==> config.mk <==
export PLATFORM = sky130hd
export DESIGN_NAME = pix_row_sequencer
export DESIGN_NICKNAME = d
export VERILOG_FILES = /design/src/rtl/rowseq_pkg.sv /design/src/rtl/rowseq_timer.sv /design/src/rtl/rowseq_ctrl.sv /design/src/rtl/rowseq_lines.sv /design/src/rtl/pix_row_sequencer.sv
export SDC_FILE = /design/constraint.sdc
export NUM_CORES = 1
export LEC_CHECK = 0
export CAP_MARGIN = 20
export CORE_ASPECT_RATIO = 0.8
export CORE_MARGIN = 5
export CORE_UTILIZATION = 41
export CTS_BUF_LIST = sky130_fd_sc_hd__clkbuf_8
export CTS_CLUSTER_SIZE = 8
export DETAILED_ROUTE_END_ITERATION = 10
export DONT_BUFFER_PORTS = 1
export PLACE_DENSITY_LB_ADDON = 0.05
export SLEW_MARGIN = 20
export SYNTH_ARGS = -nofsm -noshare
export SYNTH_HDL_FRONTEND = slang
export SYNTH_HIERARCHICAL = 1
export SYNTH_SLANG_ARGS = --single-unit
==> constraint.sdc <==
create_clock -name clk -period 8.43 [get_ports clk]
set_clock_uncertainty 0.15 [all_clocks]
set_input_delay 0.4215 -clock clk [delete_from_list [all_inputs] [get_ports clk]]
set_output_delay 0.4215 -clock clk [all_outputs]
set_load 0.01 [all_outputs]
==> src/rtl/rowseq_pkg.sv <==
package rowseq_pkg;

  typedef enum logic [2:0] {
    PH_IDLE   = 3'd0,
    PH_SETTLE = 3'd1,
    PH_SAMPA  = 3'd2,
    PH_CLEAR  = 3'd3,
    PH_POST   = 3'd4,
    PH_SAMPB  = 3'd5
  } phase_e;

endpackage

==> src/rtl/rowseq_timer.sv <==
module rowseq_timer #(
  parameter int LEN_W = 6
) (
  input  logic             clk,
  input  logic             rst_n,
  input  logic             en,
  input  logic [LEN_W-1:0] len,
  output logic             first,
  output logic             last
);

  localparam logic [LEN_W-1:0] ONE = LEN_W'(1);

  logic [LEN_W-1:0] cnt_q;
  logic [LEN_W-1:0] cnt_d;

  always_comb begin
    first = en && (cnt_q == '0);
    last  = en && (cnt_q == (len - ONE));
    cnt_d = cnt_q;
    if (!en) begin
      cnt_d = '0;
    end else if (last) begin
      cnt_d = '0;
    end else begin
      cnt_d = cnt_q + ONE;
    end
  end

  always_ff @(posedge clk or negedge rst_n) begin
    if (!rst_n) begin
      cnt_q <= '0;
    end else begin
      cnt_q <= cnt_d;
    end
  end

  // the phase length is never 0, so the count stays below it
  assert_cnt_below_len_R3: assert property (@(posedge clk) disable iff (!rst_n)
    en |-> (cnt_q < len));

endmodule

==> src/rtl/rowseq_ctrl.sv <==
module rowseq_ctrl
  import rowseq_pkg::*;
#(
  parameter int ROWS  = 64,
  parameter int LEN_W = 6,
  parameter int ROW_W = 6
) (
  input  logic             clk,
  input  logic             rst_n,
  input  logic             run,
  input  logic [LEN_W-1:0] len_settle_i,
  input  logic [LEN_W-1:0] len_sample_i,
  input  logic [LEN_W-1:0] len_clear_i,
  input  logic [LEN_W-1:0] len_post_i,
  input  logic             tmr_first,
  input  logic             tmr_last,
  output logic             tmr_en,
  output logic [LEN_W-1:0] tmr_len,
  output phase_e           phase,
  output logic [ROW_W-1:0] row,
  output logic             sample_a,
  output logic             sample_b,
  output logic             frame_done
);

  localparam logic [LEN_W-1:0] ONE      = LEN_W'(1);
  localparam logic [ROW_W-1:0] LAST_ROW = ROW_W'(ROWS - 1);
  localparam logic [ROW_W-1:0] ROW_ONE  = ROW_W'(1);

  function automatic logic [LEN_W-1:0] at_least_one(input logic [LEN_W-1:0] v);
    return (v == '0) ? ONE : v;
  endfunction

  phase_e           state_q, state_d;
  logic [ROW_W-1:0] row_q, row_d;
  logic             row_en;
  logic [LEN_W-1:0] ls_q, lp_q, lc_q, lq_q;
  logic             cap_en;
  logic             frame_end;

  // next-state logic
  always_comb begin
    frame_end = (state_q == PH_SAMPB) && tmr_last && (row_q == LAST_ROW);
    cap_en    = run && ((state_q == PH_IDLE) || frame_end);
    state_d   = state_q;
    row_d     = row_q;
    row_en    = 1'b0;
    unique case (state_q)
      PH_IDLE: begin
        if (run) begin
          state_d = PH_SETTLE;
          row_d   = '0;
          row_en  = 1'b1;
        end
      end
      PH_SETTLE: if (tmr_last) state_d = PH_SAMPA;
      PH_SAMPA:  if (tmr_last) state_d = PH_CLEAR;
      PH_CLEAR:  if (tmr_last) state_d = PH_POST;
      PH_POST:   if (tmr_last) state_d = PH_SAMPB;
      PH_SAMPB: begin
        if (tmr_last) begin
          row_en = 1'b1;
          if (row_q != LAST_ROW) begin
            state_d = PH_SETTLE;
            row_d   = row_q + ROW_ONE;
          end else begin
            state_d = run ? PH_SETTLE : PH_IDLE;
            row_d   = '0;
          end
        end
      end
      default: state_d = PH_IDLE;
    endcase
  end

  // phase length select
  always_comb begin
    tmr_en = (state_q != PH_IDLE);
    unique case (state_q)
      PH_SETTLE: tmr_len = ls_q;
      PH_SAMPA:  tmr_len = lp_q;
      PH_CLEAR:  tmr_len = lc_q;
      PH_POST:   tmr_len = lq_q;
      PH_SAMPB:  tmr_len = lp_q;
      default:   tmr_len = ONE;
    endcase
  end

  // state and row registers
  always_ff @(posedge clk or negedge rst_n) begin
    if (!rst_n) begin
      state_q <= PH_IDLE;
    end else begin
      state_q <= state_d;
    end
  end

  always_ff @(posedge clk or negedge rst_n) begin
    if (!rst_n) begin
      row_q <= '0;
    end else if (row_en) begin
      row_q <= row_d;
    end
  end

  // shadow lengths, loaded only at a frame start
  always_ff @(posedge clk or negedge rst_n) begin
    if (!rst_n) begin
      ls_q <= ONE;
      lp_q <= ONE;
      lc_q <= ONE;
      lq_q <= ONE;
    end else if (cap_en) begin
      ls_q <= at_least_one(len_settle_i);
      lp_q <= at_least_one(len_sample_i);
      lc_q <= at_least_one(len_clear_i);
      lq_q <= at_least_one(len_post_i);
    end
  end

  assign phase      = state_q;
  assign row        = row_q;
  assign sample_a   = (state_q == PH_SAMPA) && tmr_first;
  assign sample_b   = (state_q == PH_SAMPB) && tmr_first;
  assign frame_done = frame_end;

  assert_sample_a_after_settle_R3: assert property (@(posedge clk) disable iff (!rst_n)
    sample_a |-> ($past(state_q) == PH_SETTLE));

  assert_sample_b_after_post_R3: assert property (@(posedge clk) disable iff (!rst_n)
    sample_b |-> ($past(state_q) == PH_POST));

  assert_strobes_apart_R10: assert property (@(posedge clk) disable iff (!rst_n)
    !(sample_a && sample_b));

  assert_strobe_single_R10: assert property (@(posedge clk) disable iff (!rst_n)
    (sample_a || sample_b) |=> !(sample_a || sample_b));

  assert_row_ascends_R3: assert property (@(posedge clk) disable iff (!rst_n)
    (state_q != PH_IDLE && $past(state_q) != PH_IDLE) |->
      (row_q == $past(row_q) || row_q == ($past(row_q) + ROW_ONE) || row_q == '0));

endmodule

==> src/rtl/rowseq_lines.sv <==
module rowseq_lines
  import rowseq_pkg::*;
#(
  parameter int ROWS  = 64,
  parameter int ROW_W = 6
) (
  input  logic             clk,
  input  logic             rst_n,
  input  phase_e           phase,
  input  logic [ROW_W-1:0] row,
  output logic [ROWS-1:0]  gate_on,
  output logic [ROWS-1:0]  clear_on
);

  logic sel_any;
  logic clr_any;

  assign sel_any = (phase != PH_IDLE);
  assign clr_any = (phase == PH_CLEAR);

  for (genvar i = 0; i < ROWS; i++) begin : g_row
    logic hit;
    assign hit         = (row == ROW_W'(i));
    assign gate_on[i]  = sel_any && hit;
    assign clear_on[i] = clr_any && hit;
  end

  assert_one_gate_R2: assert property (@(posedge clk) disable iff (!rst_n)
    $onehot0(gate_on));

  assert_clear_under_gate_R4: assert property (@(posedge clk) disable iff (!rst_n)
    (clear_on & ~gate_on) == '0);

endmodule

==> src/rtl/pix_row_sequencer.sv <==
module pix_row_sequencer
  import rowseq_pkg::*;
#(
  parameter int ROWS  = 64,
  parameter int LEN_W = 6
) (
  input  logic                    clk,
  input  logic                    rst_n,
  input  logic                    run,
  input  logic [LEN_W-1:0]        len_settle,
  input  logic [LEN_W-1:0]        len_sample,
  input  logic [LEN_W-1:0]        len_clear,
  input  logic [LEN_W-1:0]        len_post,
  output logic [ROWS-1:0]         gate_on,
  output logic [ROWS-1:0]         clear_on,
  output logic                    sample_a,
  output logic                    sample_b,
  output logic [$clog2(ROWS)-1:0] row_idx,
  output logic                    frame_done
);

  localparam int ROW_W = $clog2(ROWS);

  // reset: asserted at once, released on the clock
  logic [1:0] rs_q;
  logic       rst_sync_n;

  always_ff @(posedge clk or negedge rst_n) begin
    if (!rst_n) begin
      rs_q <= '0;
    end else begin
      rs_q <= {rs_q[0], 1'b1};
    end
  end

  assign rst_sync_n = rs_q[1];

  logic             tmr_en, tmr_first, tmr_last;
  logic [LEN_W-1:0] tmr_len;
  phase_e           phase;
  logic [ROW_W-1:0] row;

  rowseq_timer #(.LEN_W(LEN_W)) u_timer (
    .clk   (clk),
    .rst_n (rst_sync_n),
    .en    (tmr_en),
    .len   (tmr_len),
    .first (tmr_first),
    .last  (tmr_last)
  );

  rowseq_ctrl #(.ROWS(ROWS), .LEN_W(LEN_W), .ROW_W(ROW_W)) u_ctrl (
    .clk          (clk),
    .rst_n        (rst_sync_n),
    .run          (run),
    .len_settle_i (len_settle),
    .len_sample_i (len_sample),
    .len_clear_i  (len_clear),
    .len_post_i   (len_post),
    .tmr_first    (tmr_first),
    .tmr_last     (tmr_last),
    .tmr_en       (tmr_en),
    .tmr_len      (tmr_len),
    .phase        (phase),
    .row          (row),
    .sample_a     (sample_a),
    .sample_b     (sample_b),
    .frame_done   (frame_done)
  );

  rowseq_lines #(.ROWS(ROWS), .ROW_W(ROW_W)) u_lines (
    .clk      (clk),
    .rst_n    (rst_sync_n),
    .phase    (phase),
    .row      (row),
    .gate_on  (gate_on),
    .clear_on (clear_on)
  );

  assign row_idx = row;

  assert_no_clear_at_strobe_R4: assert property (@(posedge clk) disable iff (!rst_sync_n)
    (sample_a || sample_b) |-> (clear_on == '0));

  assert_done_then_dark_R6: assert property (@(posedge clk) disable iff (!rst_sync_n)
    (frame_done && !run) |=> (gate_on == '0 && clear_on == '0));

  assert_done_then_wrap_R6: assert property (@(posedge clk) disable iff (!rst_sync_n)
    (frame_done && run) |=> (gate_on[0] && row_idx == '0));

  assert_done_last_row_R6: assert property (@(posedge clk) disable iff (!rst_sync_n)
    frame_done |-> gate_on[ROWS-1]);

endmodule

==> results summary <==
STA puts the critical path data required time at about 8.5 ns. The antenna diode instance count is 0. The sequential group share of total power is a little over a third. In this run the critical register-to-register path is launched from u_ctrl/phase[2].

The HPWL after detailed placement is between 7000 and 8000 microns. Of all nets on the critical path, the largest fanout is 24. The via count of the first global-routing pass is about 2600. The initial antenna violation count came out at 0.

The finished cells cover 3490 sq um. Setup violations remaining at the end of the flow were counted as 0. The fraction of layout instances using a drive strength above 1 is 18.8%.

The width of the die came out at 112 microns. For this design the static power due to leakage is ~0.0012 uW. The die is 91.6 microns tall.

Entering global routing, the biggest net connects 40 pins. The delay of the slowest cell on the worst path came out at ~0.90 ns. The library cell used as clock root buffer is clkbuf_8. The tightest slew margin relative to the limit is 29.5%.

The internal power of the cells totals roughly 640 uW. The area of the die came out at 10300 sq um. The endpoint identified for the worst register-to-register timing path is u_ctrl/lq_q[3].

The run finished with clean final reports. Counting distinct cell types in the post-synthesis netlist gives 53. The depth of the worst hold-timing path is 1. Dividing the detail-routed via count by the number of cells gives between 6 and 7. The number of hold buffers added after CTS was 1. The initial DRC count is between 200 and 250.

The smallest clock period supported by the final layout is computed as 4.50 ns. In the final design database the tool counted just under 400 nets. The number of hold violations in the final report came out at 0. Summed over all nets, the switching power comes to 598 uW. The number of buffers created by CTS came out at 5. The worst hold path begins at len_post[4].

The peak supply drop is 160 uV. In the final routed layout, each cell accounts on average for ~22 microns. The count of cells along the worst register-to-register path is 13. On the critical path, the stage with the largest delay is an instance of dfrtp_1. The worst setup path is launched from a flop. The minimum setup slack among reg-to-reg paths came out at 3.93 ns. Summed over all instances, the cell type with the most area after synthesis is dfrtp_1. The fraction of synthesis flops using an asynchronous set or reset pin is 100%. The synthesized netlist cell count is 405. The source-to-sink clock delay at the later pin of the worst-skew pair came out at 0.29 ns. The maximum number of buffers from clock root to sink came out at 2. Global routing consumed, on the met2 layer, around a quarter of the routing resources.

The wire length of the first global-routing pass is roughly 16000 microns. The final max-slew violation count is 0. For this run, global-route usage on met1 was measured as between 20% and 30%. The top flip-flop cell by instance count after synthesis is dfrtp_1. The final global-route overflow total came out at 0.

The most congested layer reported by global routing is met1. The class of the most critical setup path is flop to flop. The transition time of the tightest slew-check pin is about 1.1 ns.

The number of nets in the synthesized netlist is 436. The critical path data arrival time is 4.53 ns. The area of the core came out at about 8000 sq um. The portion of total power attributed to combinational logic is 51.7%.

The worst setup path is captured at a flop. The first-pass iteration count of the detailed router came out at 5. The site row count came out at 29.

The count of buffers from port buffering is 0. Setup repair after global routing left no endpoint under its margin. The signed area change from the synthesized netlist to the final layout is 2.42%.

The number of flip-flops and latches in the synthesized netlist is ~40. The global router's overall resource usage came out at about a fifth. Post-CTS timing repair inserted 0 buffers for setup. The signal on the critical path passes through inv_1 > nor2_1 > a22oi_1 > o22ai_1 > inv_1 > ha_1 > nor3b_1 > xnor2_1 > nor4_4 > and2_1 > and4_4 > o21ai_4 > mux2_1. Based on the critical path, the design can be clocked at up to 222 MHz.

The cell repeated most along the worst path is inv_1. The effective utilization at floorplan came out at a little over two fifths. By area the synthesized netlist is led by dfrtp_1 (27%), nor3_1 (15%), mux2_2 (8.9%). For this run, design rule violations remaining after detail routing come to 0. The met3 track demand over resource came out at between 6 and 7%. The worst hold path endpoint is u_ctrl/lq_q[4]. The most frequent cell after synthesis is nor3_1. The share of synthesized area occupied by flip-flops and latches is 30.2%.

The clock sink total came out at 41. The sum of negative setup slack came out at 0 ns. The clock slew at the register clock pins of the worst setup and hold paths is ~0.080 ns.

The number of top-level pins is 164. The tightest hold margin came out at about 0.11 ns. In this run, placement finished with an instance count of 466. The path type of the worst min-delay path is input pin to flop. The routed wire length is 10500 microns. TritonCTS built the clock tree.

The total of warnings raised by yosys is 6. The proportion of total power due to net switching is between 40% and 50%. The number of resized instances in the post-cts repair step is 0. The fraction of post-synthesis cell area in the top cell type by area is a little over a quarter. The number of max-cap violations came out at 0. The ratio of final minimum period to clock period is roughly 53%. The synthesized area came out at roughly 3400 sq um. The post-detailed-route count of antenna-violating nets came out at 0.

The standard cell area after detailed placement is ~3300 sq um. The count of cells in the finished layout, fillers not included, comes to roughly 480. The global placement routability congestion is 0.795. Dividing total power by cell area gives a power density of about 350 nW/um^2.

By count the netlist is led by nor3_1 (102), dfrtp_1 (37), clkbuf_1 (29). In this run the mean area of a mapped cell was roughly 8.4 sq um. The maximum level of the CTS H-tree came out at 2.

The clock network accounts for a little over an eighth of the total power. The routed layout has about 3000 vias. The number of enable-type register cells in the synthesized netlist came out at 0.
layout make-up:
type	instances	area [sq um]
Tap cell	108	135
Timing Repair Buffer	4	36.3
Sequential cell	41	1030
Fill cell	821	4530
Multi-Input combinational cell	305	2130
Clock inverter	2	37.5
Clock buffer	6	82.6
Inverter	10	37.5
through the flow:
step           power [uW]  setup slack (ns)  utilization (%)
3_3_place_gp         1050              4.12             41.6
3_5_place_dp         1060              4.03             41.6
5_1_grt              1340              3.56             43.5
2_1_floorplan         957              4.78                -
4_1_cts              1230              3.98             43.2
6_report             1240              3.93             43.5
kinds of logic (layout without fill, tap and decap cells):
| kind of cell | after synthesis | count (layout) | synth area share [%] |
|---|---|---|---|
| XOR/XNOR | 15 | 15 | 3.85 |
| flip-flops | 41 | 41 | 30.2 |
| buffers and inverters | 59 | 22 | 7.85 |
| adder cells (fa/ha/maj) | 4 | 4 | 1.47 |
| AO/OA/AOI/OAI | 49 | 49 | 9.87 |
| multiplexers | 36 | 36 | 11.7 |
| other | 1 | 1 | 0.110 |
| AND/OR/NAND/NOR | 200 | 200 | 34.9 |
cell usage in the layout, fill, tap and decap left out, types with 2 or more instances in the layout:
cell       Yosys  final
nand4b_1       4      4
nand2_1        9      9
or4_1          4      4
inv_1         10     10
nor3_2        14     15
xnor2_1        8      8
or2_2          2      2
nor2b_1        3      3
nand4bb_1      6      6
nor2_1        24     24
o21ai_0       11     11
nand3_1        8      7
and2_1         3      3
ha_1           4      4
nor3_1       102    101
a211oi_1       6      6
mux2_2        27     27
mux2_1         3      3
a22oi_1        6      6
xor2_1         7      7
and3_1         3      3
mux2i_1        6      6
or4b_1         4      4
buf_4          2      2
dfstp_2        4      4
o22ai_1        6      6
dfrtp_1       37     37
o21bai_1       3      3
a21oi_1        9      9
nand3b_1       3      3
clkbuf_8       0      6
how the worst max path moves through the flow:
| stage | end | slack, ns | cells after the start | start |
|---|---|---|---|---|
| after floorplan | u_ctrl/lq_q[3] | 4.78 | 16 | u_ctrl/phase[2] |
| after global placement | u_ctrl/lq_q[4] | 4.12 | 13 | u_ctrl/phase[2] |
| after detailed placement | u_ctrl/lq_q[4] | 4.03 | 13 | u_ctrl/phase[2] |
| after CTS | u_ctrl/lq_q[4] | 3.98 | 13 | u_ctrl/phase[2] |
| after global routing | u_ctrl/lq_q[3] | 3.56 | 13 | u_ctrl/phase[2] |
| final | u_ctrl/lq_q[3] | 3.93 | 13 | u_ctrl/phase[2] |
per-layer routing:
metal  share of wire [%]  wire length, microns
met2                  42                  4460
met5                   0                     0
met4                0.60                    63
met3                 9.7                  1020
met1                  47                  4990
power groups by stage:
stage	Clock [uW]	Sequential, uW	Combinational [uW]
after CTS	169	428	631
after floorplan	0	357	600
final	165	432	639
after global routing	181	450	706
after global placement	0	432	617
after detailed placement	0	432	625
flip-flops by register name (all words and copies together), names as in the netlist:
signal         count
u_ctrl/lc_q        6
u_ctrl/lp_q        6
u_ctrl/lq_q        6
u_ctrl/ls_q        6
u_ctrl/row         6
u_timer/cnt_q      6
u_ctrl/phase       3
rs_q               2
critical path, delay by kind of cell (launching register included):
| family | cells | cell delay [ns] |
|---|---|---|
| compound gates | 3 | 0.57 |
| xor+xnor | 1 | 0.17 |
| fa+ha+maj | 1 | 0.20 |
| buf+inv | 2 | 0.27 |
| flops | 1 | 0.90 |
| mux | 1 | 0.39 |
| simple gates | 5 | 1.71 |
Power figures use the tool's default switching activity.
